**src/rtl/pcl_pkg.sv**
```systemverilog
package pcl_pkg;
   typedef struct packed {
      logic up;
      logic dn;
   } pd_flags_t;

   localparam int unsigned PCL_DEFAULT_RUNS = 3;
endpackage

```
**src/rtl/pcl_detector.sv**
```systemverilog
module pcl_detector
   import pcl_pkg::*;
(
   input  logic      clk,
   input  logic      rst_n,
   input  logic      ref_tick,
   input  logic      fb_tick,
   input  logic      psave,
   output pd_flags_t flags,
   output logic      cmp_done,
   output logic      restart_q
);
   pd_flags_t flags_q;
   logic      set_up, set_dn, both;

   always_comb begin
      set_up = flags_q.up | ref_tick;
      set_dn = flags_q.dn | fb_tick;
      both   = set_up & set_dn;
   end

   always_ff @(posedge clk or negedge rst_n) begin
      if (!rst_n) begin
         flags_q   <= '0;
         restart_q <= 1'b0;
      end else if (psave) begin
         flags_q   <= '0;
         restart_q <= 1'b1;
      end else if (restart_q) begin
         flags_q <= '0;
         if (ref_tick || fb_tick) restart_q <= 1'b0;
      end else if (both) begin
         flags_q <= '0;
      end else begin
         flags_q.up <= set_up;
         flags_q.dn <= set_dn;
      end
   end

   assign flags    = flags_q;
   assign cmp_done = !psave && !restart_q && both;
endmodule

```
**src/rtl/pcl_lockdet.sv**
```systemverilog
module pcl_lockdet #(
   parameter int unsigned CNT_W = 8,
   parameter int unsigned RUNS  = 3
) (
   input  logic             clk,
   input  logic             rst_n,
   input  logic             psave,
   input  logic             active,
   input  logic             cmp_done,
   input  logic [CNT_W-1:0] lock_max,
   input  logic [CNT_W-1:0] unlock_min,
   output logic             locked
);
   localparam int unsigned RUN_W = $clog2(RUNS + 1);

   logic [CNT_W-1:0] err_q, cur_w;
   logic             big_err, small_ok;

   always_comb begin
      if (!active)          cur_w = '0;
      else if (&err_q)      cur_w = err_q;
      else                  cur_w = err_q + 1'b1;
      big_err  = active && (cur_w >= unlock_min);
      small_ok = cmp_done && (cur_w <= lock_max);
   end

   always_ff @(posedge clk or negedge rst_n) begin
      if (!rst_n)                   err_q <= '0;
      else if (psave)               err_q <= '0;
      else if (active && !cmp_done) err_q <= cur_w;
      else                          err_q <= '0;
   end

   generate
      if (RUNS == 1) begin : g_single
         always_ff @(posedge clk or negedge rst_n) begin
            if (!rst_n)        locked <= 1'b0;
            else if (psave)    locked <= 1'b1;
            else if (big_err)  locked <= 1'b0;
            else if (small_ok) locked <= 1'b1;
         end
      end else begin : g_run
         logic [RUN_W-1:0] good_q;
         always_ff @(posedge clk or negedge rst_n) begin
            if (!rst_n) begin
               locked <= 1'b0;
               good_q <= '0;
            end else if (psave) begin
               locked <= 1'b1;
               good_q <= '0;
            end else if (big_err) begin
               locked <= 1'b0;
               good_q <= '0;
            end else if (cmp_done) begin
               if (small_ok) begin
                  if (int'(good_q) + 1 >= int'(RUNS)) locked <= 1'b1;
                  if (int'(good_q) < int'(RUNS)) good_q <= good_q + 1'b1;
               end else begin
                  good_q <= '0;
               end
            end
         end
      end
   endgenerate
endmodule

```
**src/rtl/pcl_outstage.sv**
```systemverilog
module pcl_outstage
   import pcl_pkg::*;
(
   input  pd_flags_t flags,
   input  logic      sense_pos,
   input  logic      pump_allow,
   input  logic      psave,
   input  logic      mon_sel,
   input  logic      ref_tick,
   input  logic      fb_tick,
   input  logic      locked,
   output logic      pump_oe,
   output logic      pump_hi,
   output logic      cmp_ref_o,
   output logic      cmp_fb_pull,
   output logic      mon_o
);
   always_comb begin
      pump_oe     = !psave && pump_allow && (flags.up || flags.dn);
      pump_hi     = sense_pos ? flags.up : flags.dn;
      cmp_ref_o   = sense_pos ? flags.dn : flags.up;
      cmp_fb_pull = sense_pos ? flags.up : flags.dn;
      if (mon_sel) mon_o = sense_pos ? ref_tick : fb_tick;
      else         mon_o = locked || psave;
   end
endmodule

```
**src/rtl/phase_cmp_lock.sv**
```systemverilog
module phase_cmp_lock
   import pcl_pkg::*;
#(
   parameter int unsigned CNT_W     = 8,
   parameter int unsigned LOCK_RUNS = PCL_DEFAULT_RUNS
) (
   input  logic             clk,
   input  logic             rst_n,
   input  logic             ref_tick,
   input  logic             fb_tick,
   input  logic             sense_pos,
   input  logic             pump_allow,
   input  logic             psave,
   input  logic             mon_sel,
   input  logic [CNT_W-1:0] lock_max,
   input  logic [CNT_W-1:0] unlock_min,
   output logic             pump_oe,
   output logic             pump_hi,
   output logic             cmp_ref_o,
   output logic             cmp_fb_pull,
   output logic             mon_o
);
   generate
      if (CNT_W < 2 || CNT_W > 24) begin : g_bad_width
         $error("phase_cmp_lock: CNT_W out of range");
      end
      if (LOCK_RUNS < 1 || LOCK_RUNS > 64) begin : g_bad_runs
         $error("phase_cmp_lock: LOCK_RUNS out of range");
      end
   endgenerate

   pd_flags_t flags;
   logic      cmp_done, restart_q, lock_q, pd_up, pd_dn;

   assign pd_up = flags.up;
   assign pd_dn = flags.dn;

   pcl_detector u_det (
      .clk(clk), .rst_n(rst_n), .ref_tick(ref_tick), .fb_tick(fb_tick),
      .psave(psave), .flags(flags), .cmp_done(cmp_done), .restart_q(restart_q)
   );

   pcl_lockdet #(.CNT_W(CNT_W), .RUNS(LOCK_RUNS)) u_lock (
      .clk(clk), .rst_n(rst_n), .psave(psave), .active(pd_up | pd_dn),
      .cmp_done(cmp_done), .lock_max(lock_max), .unlock_min(unlock_min),
      .locked(lock_q)
   );

   pcl_outstage u_out (
      .flags(flags), .sense_pos(sense_pos), .pump_allow(pump_allow),
      .psave(psave), .mon_sel(mon_sel), .ref_tick(ref_tick), .fb_tick(fb_tick),
      .locked(lock_q), .pump_oe(pump_oe), .pump_hi(pump_hi),
      .cmp_ref_o(cmp_ref_o), .cmp_fb_pull(cmp_fb_pull), .mon_o(mon_o)
   );
endmodule

```
**config.mk**
```make
export PLATFORM = sky130hd
export DESIGN_NAME = phase_cmp_lock
export DESIGN_NICKNAME = d
export VERILOG_FILES = /design/src/rtl/pcl_pkg.sv /design/src/rtl/pcl_detector.sv /design/src/rtl/pcl_lockdet.sv /design/src/rtl/pcl_outstage.sv /design/src/rtl/phase_cmp_lock.sv
export SDC_FILE = /design/constraint.sdc
export NUM_CORES = 1
export LEC_CHECK = 0
export ABC_CLOCK_PERIOD_IN_PS = 4200
export CORE_UTILIZATION = 45
export CTS_CLUSTER_SIZE = 16
export DETAILED_ROUTE_END_ITERATION = 8
export DONT_BUFFER_PORTS = 1
export GPL_ROUTABILITY_DRIVEN = 0
export PLACE_DENSITY = 0.71
export SLEW_MARGIN = 10
export SYNTH_ARGS = -nofsm -noshare
export SYNTH_HDL_FRONTEND = slang
export SYNTH_SLANG_ARGS = --single-unit
export TNS_END_PERCENT = 20
```
**constraint.sdc**
```tcl
create_clock -name clk -period 4.2 [get_ports clk]
set_clock_uncertainty 0.05 [all_clocks]
set_input_delay 0.63 -clock clk [delete_from_list [all_inputs] [get_ports clk]]
set_output_delay 0.63 -clock clk [all_outputs]
set_load 0.02 [all_outputs]
```
== Word-level counts from Yosys, hierarchy flattened ==
Cells that the tools add are included.

* Register bits after elaboration: 14
* Bits in writable memories: 0
* Memory bits (read-only): 0
* Output and inout port bits: 5
* Bits in latches: 0
* Memories kept: 0

* Reduce and logical (&&, ||, !) cells: 19
* Add/sub/neg operators: 3
* Div/mod/pow operators: 0
* Eq/ne operators: 1
* Muxes and demuxes: 24
* Shift-type cells: 0
* $mul: 0
* Magnitude comparators: 4
* Bitwise logic cells: 4

{| class="wikitable"
|+ Operators with widths
! operator !! count
|-
| $ge A32 B3 Y1 const B || 1
|-
| $mux W8 || 4
|-
| $mux W2 || 8
|-
| $mux W1 || 12
|-
| $reduce_bool A3 Y1 || 3
|-
| $add A8 B1 Y8 const B || 1
|-
| $ge A8 B8 Y1 || 1
|-
| $le A8 B8 Y1 || 1
|-
| $reduce_and A8 Y1 || 1
|-
| $logic_and A1 B1 Y1 || 7
|-
| $ne A4 B3 Y1 const B || 1
|-
| $add A2 B1 Y3 const B || 1
|-
| $logic_not A1 Y1 || 3
|-
| $logic_or A1 B1 Y1 || 3
|-
| $or A1 B1 Y1 || 3
|-
| $reduce_and A3 Y1 || 1
|-
| $add A2 B1 Y2 const B || 1
|-
| $lt A2 B2 Y1 const B || 1
|-
| $reduce_and A2 Y1 || 1
|-
| $and A1 B1 Y1 || 1
|}

== Depth between registers and ports, before layout ==
* Word-level depth: 9
* Mapped depth: 14

== By module ==
A second synthesis with hierarchy kept.

* Cell total of the unflattened synthesis: 149
* Area total of the unflattened synthesis: 1,303.8 um^2

{| class="wikitable"
|+ By module, submodules not included
! module !! cells an instance !! area an instance (um^2) !! instances !! sequential area each (um^2)
|-
| pcl_lockdet || 129 || 1,116.1 || 1 || 275.3
|-
| pcl_detector || 11 || 120.1 || 1 || 75.1
|-
| pcl_outstage || 8 || 61.3 || 1 || 0.0
|-
| phase_cmp_lock || 1 || 6.3 || 1 || 0.0
|}

== Least setup slack after synthesis ==
No wires, ideal clock.

* Kind: register to register
* From: register u_lock.err_q[0]
* To: register u_lock.g_run.good_q[0]
* Data arrival time: 2,681 ps
* Path slack: 1,387 ps
* Cell stages (with the launch flop): 15
* Period minus slack after synthesis: 2,813 ps
* Setup time: 83 ps
* Cell sequence: dfrtp_1 > ha_1 > nand4_1 > nor2_1 > nand3_1 > nand2b_1 > xor2_1 > nor2_1 > ha_1 > and4_1 > nand2b_1 > a21boi_0 > o2bb2ai_1 > or4_1 > o21ai_0

* Longest elaborated chain between the ends: 9

{| class="wikitable"
|+ Ends and longest elaborated chain
! what !! RTL line !! text
|-
| start, declared || pcl_lockdet.sv:16 || <nowiki>logic [CNT_W-1:0] err_q, cur_w;</nowiki>
|-
| start signal, assigned || pcl_lockdet.sv:30 || <nowiki>else if (active && !cmp_done) err_q <= cur_w;</nowiki>
|-
| $add A8 B1 Y8 / $reduce_and A8 Y1 (equally long branches) || pcl_lockdet.sv:22, pcl_lockdet.sv:21 ||
|-
| $mux W8 * || pcl_lockdet.sv:21 || <nowiki>else if (&err_q) cur_w = err_q;</nowiki>
|-
| $mux W8 * || pcl_lockdet.sv:20 || <nowiki>if (!active) cur_w = '0;</nowiki>
|-
| $le A8 B8 Y1 || pcl_lockdet.sv:24 || <nowiki>small_ok = cmp_done && (cur_w <= lock_max);</nowiki>
|-
| $logic_and A1 B1 Y1 || pcl_lockdet.sv:24 ||
|-
| $mux W2 || pcl_lockdet.sv:55 || <nowiki>if (small_ok) begin</nowiki>
|-
| $mux W2 || pcl_lockdet.sv:54 || <nowiki>end else if (cmp_done) begin</nowiki>
|-
| $mux W2 || pcl_lockdet.sv:51 || <nowiki>end else if (big_err) begin</nowiki>
|-
| $mux W2 || pcl_lockdet.sv:48 || <nowiki>end else if (psave) begin</nowiki>
|-
| end, declared || pcl_lockdet.sv:43 || <nowiki>logic [RUN_W-1:0] good_q;</nowiki>
|}

Every way passes the cells marked *; elsewhere a longest branch is shown, timed or not. The select of a mux whose other input is x is not followed.
A chain may end at the register's enable or synchronous reset.

== Worst setup path in the final report ==
Ends and elaborated chain as after synthesis.

==> impl_metrics.json <==
{
  "status": "finished, final reports clean",
  "synth_area_sq_um": 1190,
  "area_delta_synth_final_pct": 5.77,
  "drive_above_1_share": 0.0780,
  "critPathArrivalTime_ns": 3.33,
  "synthCells": 139,
  "syn_area_per_cell_sq_um": 8.59,
  "cts_tree": "built",
  "ant_nets": 0,
  "muxShareOfSynthArea": 0.0356,
  "cp_max_fo": 6,
  "firstDrtPassIters": 5,
  "portBuffers": 0,
  "die_h_microns": 53.5,
  "worst_path_max_delay_cell": "or4_1",
  "cts.clk_slew.worst_paths_ns": 0.09,
  "wl_per_cell_microns": 13.6,
  "synth_most_common_cell": "nor2_1",
  "finalPower_uw": 266,
  "vias": 987,
  "grt-ovfl-total": 0,
  "finalHoldViolCount": 0,
  "fin_util": 0.505,
  "cts_buffers": 3,
  "synth_cell_types": 38,
  "synth_top_family_by_area": "simple AND/OR/NAND/NOR gates",
  "cts.sink_count": 14,
  "drt_iter0_drc": 29,
  "fp.coreArea_sq_um": 2500,
  "synth_adder_area_share": 0.199,
  "cpPeakStageDelay_ns": 0.50,
  "finalCritPeriodShare": 0.756,
  "period_minus_slack_ns": 3.17,
  "finalSetupTns_ns": 0,
  "slew_headroom": 0.510,
  "crit_path_end_kind": "register",
  "yosys_warnings": 0,
  "grt_first_pass_wirelength_microns": 3770,
  "worstSetupStartpointType": "register",
  "synth_compound_area_frac": 0.159,
  "leakagePower_uw": 0.000610,
  "seq_area_frac_synth": 0.294,
  "crit_type": "register to register",
  "power_density_nw_per_um2": 211,
  "rows": 18,
  "postRouteWirelength_microns": 2330,
  "synth_area_leaders": "dfrtp_1, ha_1, nor2_1, inv_1, a21oi_1",
  "htreeDepth": 1,
  "synth_top_area_frac": 0.294,
  "yosys.area_share.simple": 0.227,
  "synth_commonest_cells": "nor2_1, ha_1, inv_1",
  "setup_violations": 0,
  "cts_root_buf": "clkbuf_4",
  "grt_usage": 0.190,
  "fmax_mhz": 315,
  "dieArea_sq_um": 2860,
  "ys.flop_type": "dfrtp_1",
  "synth_nets": 182,
  "vdd_drop_max_uv": 177,
  "ctsResizeCount": 0,
  "initial_core_util": 0.477,
  "synth_seq_cells": 14,
  "path_cells": "ha_1, nand4_1, nor2_1, nand3_1, and2_1, nor2_1, ha_1, and3_4, a221oi_2, a21oi_1, or4_1, o21ai_0",
  "drv_slew": 0,
  "drc": 0,
  "antenna_found_initial": 0,
  "worst_pin_slew_ns": 0.732,
  "grt_max_degree": 15,
  "clock_path_buffers": 2,
  "via_per_inst": 5.77,
  "synthXorXnorAreaFrac": 0.0220,
  "synth-edff-count": 0,
  "hp-class": "input port to register",
  "grt_pass1_vias": 928,
  "nets": 185,
  "n_antenna_cell": 0,
  "yosysTopAreaCell": "dfrtp_1",
  "dpl.hpwl_microns": 1900,
  "cap_violations": 0,
  "fp.dieW_microns": 53.5,
  "num_io_pins": 29,
  "rsz0062_at_grt": "false",
  "synthArstFlopShare": 1.00,
  "worstPathRequired_ns": 4.36,
  "whs_ns": 0.370,
  "worstSkewPairLatency_ns": 0.28
}
report_power, final:
group          switching, uW  leakage [uW]  internal (uW)  total, uW
logic                   19.0      0.000402           12.3       31.3
clock network           43.9     0.0000210           52.7       96.6
registers               1.71      0.000187            136        138
what timing repair did:
item                                   4_1_cts  5_1_grt
hold buffers                                 1        0
endpoints found under the hold margin       14        0
buffers inserted                             0        0
registers in the layout (all words and copies together) (netlist names):
| name | cells |
|---|---|
| u_det.restart_q | 1 |
| u_lock.g_run.good_q | 2 |
| u_lock.err_q | 8 |
| u_lock.locked | 1 |
| u_det.flags | 2 |
worst max-delay path, delay by kind of cell, from the launching register on:
family / cells / cell delay (ns)
adders and majority gates: 2 / 0.48
DFF: 1 / 0.39
and+or+nand+nor: 7 / 1.69
AOI/OAI and AO/OA: 3 / 0.53
layout by cell type, fill, tap and decap left out, types with 2 or more instances in the layout:
cell       instances
nor2_1            24
ha_1              19
inv_1             16
dfrtp_1           14
o21ai_0            7
a21oi_1            7
nand2_1            4
nand3_1            4
nor2b_1            3
nor3_1             3
clkbuf_4           3
nand4_1            2
a21boi_0           2
nand2b_1           2
xor2_1             2
mux2i_1            2
a211oi_1           2
nor4b_1            2
mux2_2             2
o2bb2ai_1          2
per-layer routing:
metal,up-vias,global-route usage,share of wire
met5,-,0,0
met4,0,0.0395,0.0099
met1,453,0.225,0.45
li1,496,-,-
met3,4,0.0632,0.050
met2,34,0.331,0.48
cell families (layout without fill, tap and decap cells):
logic type                 count (synthesis)  in the layout
xor gates and xnor gates                   3              3
AOI/OAI and AO/OA                         28             28
and+or+nand+nor                           52             52
muxes                                      4              4
adders and majority gates                 19             19
buffers and inverters                     19             21
DFF                                       14             14
layout make-up:
type	count	area [sq um]
Clock buffer	4	36.3
Fill cell	237	1240
Inverter	16	60.1
Multi-Input combinational cell	106	768
Sequential cell	14	350
Tap cell	30	37.5
Timing Repair Buffer	1	10.0
through the flow:
stage	area (sq um)	std cells	setup slack [ns]
floorplan	1190	139	1.39
global placement	1220	166	1.15
detailed placement	1220	166	1.04
CTS	1260	171	1.03
global route	1260	171	0.732
finish	1260	171	1.03
final timing paths:
check | from | endpoint | slack [ns] | cells past startpoint
worst max-delay path | u_lock.err_q[0]$_DFF_PN0_ | u_lock.g_run.good_q[0]$_DFFE_PN0P_ | 1.03 | 12
worst min-delay path | psave | u_det.flags[1]$_DFF_PN0_ | 0.37 | 1
worst max register to register | u_lock.err_q[0]$_DFF_PN0_ | u_lock.g_run.good_q[0]$_DFFE_PN0P_ | 1.03 | 12
worst min register to register | u_det.restart_q$_DFF_PN0_ | u_det.flags[1]$_DFF_PN0_ | 0.46 | 1
max in group asynchronous | rst_n | u_lock.g_run.good_q[1]$_DFFE_PN0P_ | 2.92 | 1
min in group asynchronous | rst_n | u_lock.err_q[7]$_DFF_PN0_ | 0.76 | 1
(Power assumes the default switching activity.)
